## config.mk

```make
export PLATFORM = sky130hd
export DESIGN_NAME = mmio_hub
export DESIGN_NICKNAME = d
export VERILOG_FILES = /design/src/rtl/mmio_hub_pkg.sv /design/src/rtl/mmio_decode.sv /design/src/rtl/mmio_bitbank.sv /design/src/rtl/mmio_hub.sv
export SDC_FILE = /design/constraint.sdc
export NUM_CORES = 1
export LEC_CHECK = 0
export CAP_MARGIN = 20
export CORE_MARGIN = 2
export CORE_UTILIZATION = 34
export DETAILED_ROUTE_END_ITERATION = 10
export GPL_TIMING_DRIVEN = 0
export PLACE_DENSITY = 0.83
export SLEW_MARGIN = 15
export SYNTH_ARGS = -nofsm -noshare
export SYNTH_HDL_FRONTEND = slang
export SYNTH_SLANG_ARGS = --single-unit
```

## constraint.sdc

```tcl
create_clock -name clk -period 3.4 [get_ports clk]
set_input_delay 1.02 -clock clk [delete_from_list [all_inputs] [get_ports clk]]
set_output_delay 1.02 -clock clk [all_outputs]
set_load 0.02 [all_outputs]
```

## src/rtl/mmio_hub_pkg.sv

```systemverilog
package mmio_hub_pkg;

    // Device selected by the address decoder, in no particular order.
    typedef enum logic [2:0] {
        DEV_NONE,   // outside the I/O window
        DEV_HOLE,   // inside the window, nobody claims it
        DEV_SW,
        DEV_LED,
        DEV_UART,
        DEV_ROM
    } dev_e;

    typedef enum logic [1:0] {
        ST_IDLE,
        ST_LOCAL,
        ST_EXT
    } hub_state_e;

    localparam logic [15:0] WINDOW_HI = 16'hFFFF;

endpackage

```

## src/rtl/mmio_decode.sv

```systemverilog
module mmio_decode
    import mmio_hub_pkg::*;
#(
    parameter int N_BITS    = 24,
    parameter int SW_OFF    = 'h0000,
    parameter int LED_OFF   = 'h0100,
    parameter int UART_OFF  = 'h0120,
    parameter int UART_SPAN = 32,
    parameter int ROM_OFF   = 'hE000,
    localparam int IDX_W    = $clog2(N_BITS)
) (
    input  logic [31:0]      addr,
    input  logic             is_wr,
    output dev_e             dev,
    output logic [IDX_W-1:0] idx
);

    localparam int SW_END   = SW_OFF + 4 * N_BITS;
    localparam int LED_END  = LED_OFF + 4 * N_BITS;
    localparam int UART_END = UART_OFF + UART_SPAN;

    logic        in_win;
    int unsigned off;
    logic        hit_rom, hit_uart, hit_led, hit_sw;

    always_comb begin
        in_win   = (addr[31:16] == WINDOW_HI);
        off      = int'(addr[15:0]);
        hit_rom  = off >= ROM_OFF;
        hit_uart = (off >= UART_OFF) && (off < UART_END);
        hit_led  = (off >= LED_OFF) && (off < LED_END);
        hit_sw   = (off >= SW_OFF) && (off < SW_END);
    end

    // Priority: ROM, then UART, then LED, then switch, then hole.
    always_comb begin
        dev = DEV_NONE;
        idx = '0;
        if (in_win) begin
            if (hit_rom) begin
                dev = is_wr ? DEV_HOLE : DEV_ROM;
            end else if (hit_uart) begin
                dev = DEV_UART;
            end else if (hit_led) begin
                dev = DEV_LED;
                idx = IDX_W'((off - LED_OFF) >> 2);
            end else if (hit_sw) begin
                dev = DEV_SW;
                idx = IDX_W'((off - SW_OFF) >> 2);
            end else begin
                dev = DEV_HOLE;
            end
        end
    end

    always_comb begin
        if (dev == DEV_LED || dev == DEV_SW) begin
            a_idx_range_r7: assert (int'(idx) < N_BITS);
        end
    end

endmodule

```

## src/rtl/mmio_bitbank.sv

```systemverilog
module mmio_bitbank #(
    parameter int N_BITS = 24,
    localparam int IDX_W = $clog2(N_BITS)
) (
    input  logic              clk,
    input  logic              rst_n,
    input  logic              led_we,
    input  logic [IDX_W-1:0]  idx,
    input  logic              wbit,
    input  logic              sel_led,
    input  logic [N_BITS-1:0] sw_in,
    output logic [N_BITS-1:0] led_out,
    output logic              rd_bit
);

    logic [N_BITS-1:0] led_q;

    // One flop per LED, each with its own decoded write strobe.
    for (genvar g = 0; g < N_BITS; g++) begin : g_led
        always_ff @(posedge clk) begin
            if (!rst_n) begin
                led_q[g] <= 1'b0;
            end else if (led_we && idx == IDX_W'(g)) begin
                led_q[g] <= wbit;
            end
        end
    end

    always_comb begin
        rd_bit = 1'b0;
        for (int i = 0; i < N_BITS; i++) begin
            if (idx == IDX_W'(i)) begin
                rd_bit = sel_led ? led_q[i] : sw_in[i];
            end
        end
    end

    assign led_out = led_q;

    p_led_hold_r6: assert property (@(posedge clk) disable iff (!rst_n)
        !led_we |=> $stable(led_out));

    p_led_only_idx_r3: assert property (@(posedge clk) disable iff (!rst_n)
        led_we |=> $countones(led_out ^ $past(led_out)) <= 1);

endmodule

```

## src/rtl/mmio_hub.sv

```systemverilog
module mmio_hub
    import mmio_hub_pkg::*;
#(
    parameter int N_BITS    = 24,
    parameter int SW_OFF    = 'h0000,
    parameter int LED_OFF   = 'h0100,
    parameter int UART_OFF  = 'h0120,
    parameter int UART_SPAN = 32,
    parameter int ROM_OFF   = 'hE000
) (
    input  logic              clk,
    input  logic              rst_n,
    input  logic              req_rd,
    input  logic              req_wr,
    input  logic [31:0]       req_addr,
    input  logic [31:0]       req_wdata,
    output logic              rsp_done,
    output logic [31:0]       rsp_rdata,
    input  logic [N_BITS-1:0] sw_in,
    output logic [N_BITS-1:0] led_out,
    output logic              rom_sel,
    input  logic              rom_done,
    input  logic [31:0]       rom_rdata,
    output logic              uart_sel,
    input  logic              uart_done,
    input  logic [31:0]       uart_rdata
);

    localparam int IDX_W = $clog2(N_BITS);

    hub_state_e       state_q, state_d;
    dev_e             dev_now, dev_q;
    logic [IDX_W-1:0] idx_now;
    logic             rd_bit_now, bit_q;
    logic             req_any, accept, to_ext, led_we, ext_done;

    mmio_decode #(
        .N_BITS(N_BITS), .SW_OFF(SW_OFF), .LED_OFF(LED_OFF),
        .UART_OFF(UART_OFF), .UART_SPAN(UART_SPAN), .ROM_OFF(ROM_OFF)
    ) u_decode (
        .addr  (req_addr),
        .is_wr (req_wr),
        .dev   (dev_now),
        .idx   (idx_now)
    );

    assign req_any = req_rd | req_wr;
    assign accept  = (state_q == ST_IDLE) && req_any && (dev_now != DEV_NONE);
    assign to_ext  = (dev_now == DEV_ROM) || (dev_now == DEV_UART);
    assign led_we  = accept && req_wr && (dev_now == DEV_LED);

    mmio_bitbank #(.N_BITS(N_BITS)) u_bits (
        .clk     (clk),
        .rst_n   (rst_n),
        .led_we  (led_we),
        .idx     (idx_now),
        .wbit    (req_wdata[0]),
        .sel_led (dev_now == DEV_LED),
        .sw_in   (sw_in),
        .led_out (led_out),
        .rd_bit  (rd_bit_now)
    );

    assign ext_done = (dev_q == DEV_ROM  && rom_done) ||
                      (dev_q == DEV_UART && uart_done);

    // Next-state logic.
    always_comb begin
        state_d = state_q;
        unique case (state_q)
            ST_IDLE: begin
                if (accept) begin
                    state_d = to_ext ? ST_EXT : ST_LOCAL;
                end
            end
            ST_LOCAL: state_d = ST_IDLE;
            ST_EXT: begin
                if (ext_done) begin
                    state_d = ST_IDLE;
                end
            end
            default: state_d = ST_IDLE;
        endcase
    end

    // State register plus the facts latched at acceptance.
    always_ff @(posedge clk) begin
        if (!rst_n) begin
            state_q <= ST_IDLE;
            dev_q   <= DEV_NONE;
            bit_q   <= 1'b0;
        end else begin
            state_q <= state_d;
            if (accept) begin
                dev_q <= dev_now;
                bit_q <= !req_wr && (dev_now == DEV_LED || dev_now == DEV_SW)
                         && rd_bit_now;
            end
        end
    end

    // Outputs.
    always_comb begin
        rsp_done  = 1'b0;
        rsp_rdata = '0;
        rom_sel   = 1'b0;
        uart_sel  = 1'b0;
        unique case (state_q)
            ST_IDLE: ;
            ST_LOCAL: begin
                rsp_done  = 1'b1;
                rsp_rdata = {31'b0, bit_q};
            end
            ST_EXT: begin
                rom_sel  = (dev_q == DEV_ROM);
                uart_sel = (dev_q == DEV_UART);
                if (rom_sel && rom_done) begin
                    rsp_done  = 1'b1;
                    rsp_rdata = rom_rdata;
                end else if (uart_sel && uart_done) begin
                    rsp_done  = 1'b1;
                    rsp_rdata = uart_rdata;
                end
            end
            default: ;
        endcase
    end

    p_done_pulse_r2: assert property (@(posedge clk) disable iff (!rst_n)
        rsp_done |=> !rsp_done);

    p_idle_quiet_r1: assert property (@(posedge clk) disable iff (!rst_n)
        (state_q == ST_IDLE) |-> (!rsp_done && !rom_sel && !uart_sel));

    p_local_done_r7: assert property (@(posedge clk) disable iff (!rst_n)
        (accept && !to_ext) |=> rsp_done);

    p_one_sel_r12: assert property (@(posedge clk) disable iff (!rst_n)
        $onehot0({rom_sel, uart_sel}));

    p_rom_no_write_r10: assert property (@(posedge clk) disable iff (!rst_n)
        rom_sel |-> !req_wr);

    p_ext_release_r8: assert property (@(posedge clk) disable iff (!rst_n)
        (state_q == ST_EXT && rsp_done) |=> (state_q == ST_IDLE));

endmodule

```

==> results of run 1 <==
==> area by class of cell <==
class                   count  area share, %
clock inverters             2          0.238
multi-input cells         336           42.9
well taps                 102           2.43
repair buffers            205           37.8
clock buffers               6           1.57
inverters                   5          0.358
plain buffers              23           3.29
flip-flops and latches     30           11.4
==> through the flow <==
stage | instance area, um^2 | TNS [ns] | hold slack (ns) | setup WS (ns)
detailed placement | 4640 | -31.31 | 0.448 | -1.19
global placement | 4640 | -29.85 | 0.447 | -1.21
CTS | 4940 | -0.0942 | 0.471 | -0.0942
floorplan | 2720 | 0 | 0.494 | 0.201
finish | 5250 | 0 | 0.462 | 0.0661
global route | 5250 | -0.00112 | 0.479 | -0.00112
==> cells in the final DEF (no fill, tap or decap), drive strengths merged, types with 4 or more instances in the layout <==
cell           instances
nand3                 19
nand4                  8
a21oi                 34
dlymetal6s2s          22
nor2b                 21
o21ai                  8
a21boi                 5
or4                    4
mux2                   7
nand2b                 5
buf                   55
o31ai                  4
nor2                  27
clkdlybuf4s15          4
and2                   9
dfxtp                 30
clkbuf                28
a2111oi                4
nand2                 99
or3                    6
dlygate4sd2            4
inv                    5
clkdlybuf4s50        121
nor4                   7
nor3                   4
mux2i                 20
==> how the worst min path moves through the flow <==
stage               slack [ns]                 end
detailed placement        0.45  u_bits.led_out[11]
global route              0.48  u_bits.led_out[11]
finish                    0.46  u_bits.led_out[11]
CTS                       0.47  u_bits.led_out[11]
global placement          0.45  u_bits.led_out[11]
floorplan                 0.49            dev_q[2]
==> routing by layer <==
layer | track usage (%) | vias up
li1 | - | 1838
met3 | 8.14 | 28
met4 | 11.4 | 0
met1 | 36.4 | 1836
met2 | 50.1 | 194
met5 | 0 | -
==> registers in the layout, summed over array words and instances (netlist names) <==
signal and flops:
u_bits.led_out 24, dev_q 3, state_q 2, bit_q 1
==> power breakdown <==
part	internal, uW	total, uW	switching [uW]
clock	163	312	149
sequential	351	351	0.000678
combinational	149	242	93.8
==> cell families (layout without fill, tap and decap cells) <==
family,Yosys count,count (layout),synth area share (%)
AND/OR/NAND/NOR,222,222,41.1
AO/OA/AOI/OAI,84,84,20.6
flip-flops,30,30,22.1
buffers and inverters,30,241,4.52
multiplexers,27,27,10.3
adder cells (fa/ha/maj),3,3,1.38
==> timing repair <==
action                     CTS  global route
cloned                       3             1
pin swaps                   20            19
resized for setup          187            56
buffers inserted            13             8
setup endpoints to repair   46            18
==> results.md, run 1 <==
- Outcome: finished, final reports clean
- Worst path slowest cell: or4_4
- Die Width: 93.4 um
- PwrDens: 173 nW/um^2
- CP Capture Type: flip-flop
- Dpl hpwl: ~11 mm
- 1st-iter DRT viols: 241
- Vias in the first global route: 3,748
- Ys async rst share: 0%
- Ports: 217
- First-pass GRT wire length: 20.2 mm
- Remaining antenna violation count after routing: 0
- Hold_sp: u_bits.led_out[11]
- Fillers: ~640
- Metal3 WL: 1.22 mm
- Buffers & Inverters on Critical Path: 2
- FF-to-FF path depth: 9
- Static Leak: 0.00221 uW
- CP dominant cell by count: or4_4
- WL final: between 10 and 15 mm
- Share of the synthesized area in the top cell type: 22.1%
- Critical Path RT: 3.60 ns
- Root Driver: clkbuf_8
- Min-delay worst type: flip-flop to flip-flop
- Skew final: between 0.003 and 0.004 ns
- Max Used Layer: met4
- Fraction of layout cells with a size suffix above 1: 21.9%
- Setup Crit Path Kind: input port to flip-flop
- Drt pass-1 iters: 5
- Finished Layout Cells: 709
- Register bit total from synthesis: 30
- Std-Cell Core Area: between 7000 and 8000 um^2
- R2R Path Start: state_q[1]
- Largest net degree at the start of global routing: 11
- Die Y: 93.4 um
- CP cell instances: dlygate4sd2_1 > or4_4 > or2_4 > buf_8 > or4_4 > nor3_4 > o2bb2ai_2 > o2111ai_2 > nand3b_1 > a311oi_2
- Final period util: 98.1%
- Routed vias: 3,896
- Maximum clock path buffer count: 2
- Final GP Congestion: between 0.9 and 1
- Drc violations: 0
- Family with the most delay on the worst path: simple AND/OR/NAND/NOR gates
- # clock sinks: 30
- Startpoint Class: input port
- Peak per-stage delay on the critical path: 0.52 ns
- Row cnt: 32
- Routed wire per std cell: approximately 20 um
- Routed met2 length: 6.68 mm
- Antenna diode count: 0
- Final Max Tran Viols: 0
- Synth Cell Area: approximately 2700 um^2
- Crit path from: req_addr[14]
- Most numerous cell in the Yosys netlist: nand2_1
- Setup-failing EPs final: 0
- Worst Path Arrival: 3.53 ns
- Critical Path End: bit_q
- Yosys warns: 0
- Syn_area_per_cell: between 6 and 7 um^2
- Worst-path maximum fanout: 5
- Worst reg-to-reg setup slack: 1.16 ns
- Congestion Overflow GR: 0
- Final Hold Vio Count: 0
- Antenna violations before repair: 0
- Post-synth EDFFs: 0
- Initial Util: 35.1%
- Synth cell types: 56
- Post-synth top cells: nand2_1 (99), a21oi_1 (34), dfxtp_1 (30)
- Period minus WS final: 3.33 ns
- R2R Path End: u_bits.led_out[18]
- Critical Path Stages: 10
- Worst-Margin Slew: 0.710 ns
- Cts hold-fix bufs: 0
- Clock latency on the worst-skew pair: about 0.29 ns
- Count of input and output buffers: 180
- Max Cap Viol: 0
- Fin nets: 767
- Yosys top cell by area: dfxtp_1
- Synth Instances: slightly below 400
- Ranking of synthesized cells by area: dfxtp_1 (22%), nand2_1 (14%), mux2i_1 (7.4%), a21oi_1 (6.3%), nor2b_1 (4.8%)
- Worst slew margin: 52.6%
- Inst Count DP: 678
- Multi-input combinational cell area: 2250 um^2
- Total CTS buffers: 5
- Routed metal-1 wirelength: 5.57 mm
- Sequential share of the synthesized area: 22.1%
- Area Overhead vs Synth: 93.2%
- Global Route Usage Sum: roughly 30%
- Total power: 905 uW
- F_max: around 300 MHz
- TritonCTS clock tree: yes
- CTS H-tree depth: 2
- DIE AREA: slightly below 9000 um^2
- Register area: 601 um^2
- Worst-path clk slew: 0.07 ns
- Synthesized Nets: between 500 and 600
- Predominant post-synthesis flop cell: dfxtp_1
- Core Util, Final: 67.9%
- Max IR drop VDD: ~0.00016 V
- Via/cell ratio: 5.50
- Hold path cells: 1
No activity file was read; power rests on OpenSTA's default activity.
==> run 2: changes to the inputs <==
--- a/config.mk
+++ b/config.mk
@@ -6,11 +6,13 @@
 export NUM_CORES = 1
 export LEC_CHECK = 0
 export CAP_MARGIN = 20
+export CELL_PAD_IN_SITES_DETAIL_PLACEMENT = 1
+export CELL_PAD_IN_SITES_GLOBAL_PLACEMENT = 1
 export CORE_MARGIN = 2
-export CORE_UTILIZATION = 34
+export CORE_UTILIZATION = 21
 export DETAILED_ROUTE_END_ITERATION = 10
 export GPL_TIMING_DRIVEN = 0
-export PLACE_DENSITY = 0.83
+export PLACE_DENSITY_LB_ADDON = 0.1
 export SLEW_MARGIN = 15
 export SYNTH_ARGS = -nofsm -noshare
 export SYNTH_HDL_FRONTEND = slang
==> run 2 against run 1 <==
Net effect: combinational power shrank 2%; clock power is 64% higher; clock-buffer cell count unchanged; flip-flop and latch count stayed put; power increased by 22%; global-route usage down 8.6 points; first-iteration DRC count shrank 18%; critical path type unchanged; critical endpoint unchanged.
==> results.md, run 2 (same netlist as run 1, synthesis figures left out) <==
- Maximum clock path buffer count: 2 (unchanged)
- Initial Util: 21.5% (was 35.1%)
- 1st-iter DRT viols: 197 (was 241)
- # clock sinks: 30 (unchanged)
- Final Max Tran Viols: 0 (unchanged)
- Busiest grt layer: met2 (unchanged)
- Via/cell ratio: 4.97 (was 5.50)
- Cts hold-fix bufs: 0 (unchanged)
- F_max: 298 MHz (was 300 MHz)
- Worst reg-to-reg setup slack: 1.12 ns (was 1.16 ns)
- Final Hold Vio Count: 0 (unchanged)
- Clock latency on the worst-skew pair: 0.28 ns (was 0.29 ns)
- Setup Crit Path Kind: input port to flip-flop (unchanged)
- Fin nets: 773 (was 767)
- Remaining antenna violation count after routing: 0 (unchanged)
- Static Leak: 0.00214 uW (was 0.00221 uW)
- Finished Layout Cells: 785 (was 709)
- Total power: 1100 uW (was 905 uW)
- Met3 Track Usage GR: 4.17% (was 8.14%)
- Period minus WS final: 3.36 ns (was 3.33 ns)
- Die Y: 118 um (was 93.4 um)
- CTS H-tree depth: 2 (unchanged)
- Fraction of layout cells with a size suffix above 1: 23.8% (was 21.9%)
- Area Overhead vs Synth: 98.3% (was 93.2%)
- Max FFs per register: 24 (unchanged)
- Root Driver: clkbuf_16 (was clkbuf_8)
- CP Capture Type: flip-flop (unchanged)
- Routed vias: 3,904 (was 3,896)
- Skew final: 0.00977 ns (was 0.00379 ns)
- Vias in the first global route: 4,081 (was 3,748)
- Drc violations: 0 (unchanged)
- TritonCTS clock tree: yes (unchanged)
- Multi-input combinational cell area: 2290 um^2 (was 2250 um^2)
- Min-delay worst type: flip-flop to flip-flop (unchanged)
- Max Cap Viol: 0 (unchanged)
- Worst slew margin: 50.4% (was 52.6%)
- Area post-placement: 4730 um^2 (was 4640 um^2)
- Antenna diode count: 0 (unchanged)
- Startpoint Class: input port (unchanged)
- Final GP Congestion: 0.926 (was 0.935)
- Global Route Usage Sum: 21.4% (was 29.9%)
- Row cnt: 41 (was 32)
- Max IR drop VDD: 0.000211 V (was 0.000157 V)
- Drt pass-1 iters: 4 (was 5)
- WL final: 15.1 mm (was 13.8 mm)
- Std-Cell Core Area: 12,600 um^2 (was 7730 um^2)
- Worst-Margin Slew: 0.742 ns (was 0.710 ns)
- Die Width: 118 um (was 93.4 um)
- Worst-path clk slew: 0.06 ns (was 0.07 ns)
- Count of input and output buffers: 180 (unchanged)
- Final period util: 98.7% (was 98.1%)
- GR met1 Demand/Resource: 28.1% (was 36.4%)
- Register area: 601 um^2 (unchanged)
- Dpl hpwl: 11.4 mm (was 10.6 mm)
- Congestion Overflow GR: 0 (unchanged)
- Most frequent cells in the layout: clkdlybuf4s50_1 (120), nand2_1 (99), buf_4 (32) (was clkdlybuf4s50_1 (121), nand2_1 (98), a21oi_1 (32))
- Finished layout cell area: 5390 um^2 (was 5250 um^2)
- Critical Path RT: 3.59 ns (was 3.60 ns)
- Worst Path Arrival: 3.54 ns (was 3.53 ns)
- Setup-failing EPs final: 0 (unchanged)
- Total CTS buffers: 5 (unchanged)
- Fillers: 1,572 (was 637)
- Ports: 217 (unchanged)
- Worst-path maximum fanout: 10 (was 5)
- DIE AREA: 13,900 um^2 (was 8720 um^2)
- PwrDens: 205 nW/um^2 (was 173 nW/um^2)
- Met2 Track Usage GR: 36.0% (was 50.1%)
- Antenna violations before repair: 0 (unchanged)
- Routed wire per std cell: 19.3 um (was 19.5 um)
- Commonest non-fill, non-tap cell in the layout: clkdlybuf4s50_1 (unchanged)
- Largest net degree at the start of global routing: 11 (unchanged)
- Outcome: finished, final reports clean (unchanged)
- First-pass GRT wire length: 23.7 mm (was 20.2 mm)
- Inst Count DP: 748 (was 678)
## run 2: cell types whose count changed in the layout (fill, tap and decap cells not counted), sizes merged
cell           change
buf                +8
bufinv             +1
clkbuf             +3
clkdlybuf4s15      -2
clkdlybuf4s50      -1
clkinv             -1
dlygate4sd2       +16
dlymetal6s2s      -19
nand3              +1
## run 2: layout make-up
| cell class | instances | area share (%) |
|---|---|---|
| plain buffers | 23 | 3.25 |
| clock buffers | 6 | 2.39 |
| clock inverters | 2 | 0.697 |
| inverters | 5 | 0.349 |
| multi-input cells | 337 | 42.4 |
| flip-flops and latches | 30 | 11.2 |
| well taps | 172 | 4.00 |
| repair buffers | 210 | 35.7 |
## run 2: critical path, cell delays in order
cell and delay, ns:
clkdlybuf4s15_1 0.17, or4_4 0.56, or2_4 0.29, buf_12 0.15, or4_4 0.53, nor3_4 0.20
o2bb2ai_2 0.09, o2111ai_2 0.08, nand3b_1 0.13, a311oi_2 0.30
## run 2: repair_timing
action,in CTS,in global routing
gates resized for setup,240,30
cloned,5,0
endpoints found under the setup margin,49,4
buffers inserted,23,3
pin swaps,24,13
## run 2: per-stage QoR
stage / util [%] / hold slack [ns] / worst slack, ns / setup TNS [ns]
after CTS: 41.8 / 0.463 / 0.0110 / 0
after global routing: 42.7 / 0.490 / -0.0175 / -0.0175
after global placement: 37.5 / 0.444 / -1.11 / -33.75
final: 42.7 / 0.456 / 0.0427 / 0
after detailed placement: 37.5 / 0.448 / -1.14 / -35.19
after floorplan: - / 0.494 / 0.201 / 0
## run 2: per-layer routing
| metal | up-vias | routed length, um | part of all wire, % |
|---|---|---|---|
| met4 | 0 | 299 | 2.0 |
| met5 | - | 0 | 0 |
| met1 | 1863 | 6740 | 44 |
| met3 | 23 | 955 | 6.3 |
| li1 | 1859 | - | - |
| met2 | 159 | 7150 | 47 |
## run 2: power breakdown
group / switching (uW) / internal [uW] / total, uW
sequential: 0.000616 / 352 / 352
clock: 168 / 346 / 513
combinational: 94.6 / 143 / 238
total: 262 / 840 / 1100
## run 2: path summary, 6_finish.rpt
path | start | end | cells after the start
hold reg to reg | u_bits.led_out[15] | u_bits.led_out[15] | 1
setup reg to reg | state_q[0] | u_bits.led_out[18] | 9
hold / removal | u_bits.led_out[15] | u_bits.led_out[15] | 1
setup / recovery | req_addr[12] | bit_q | 10
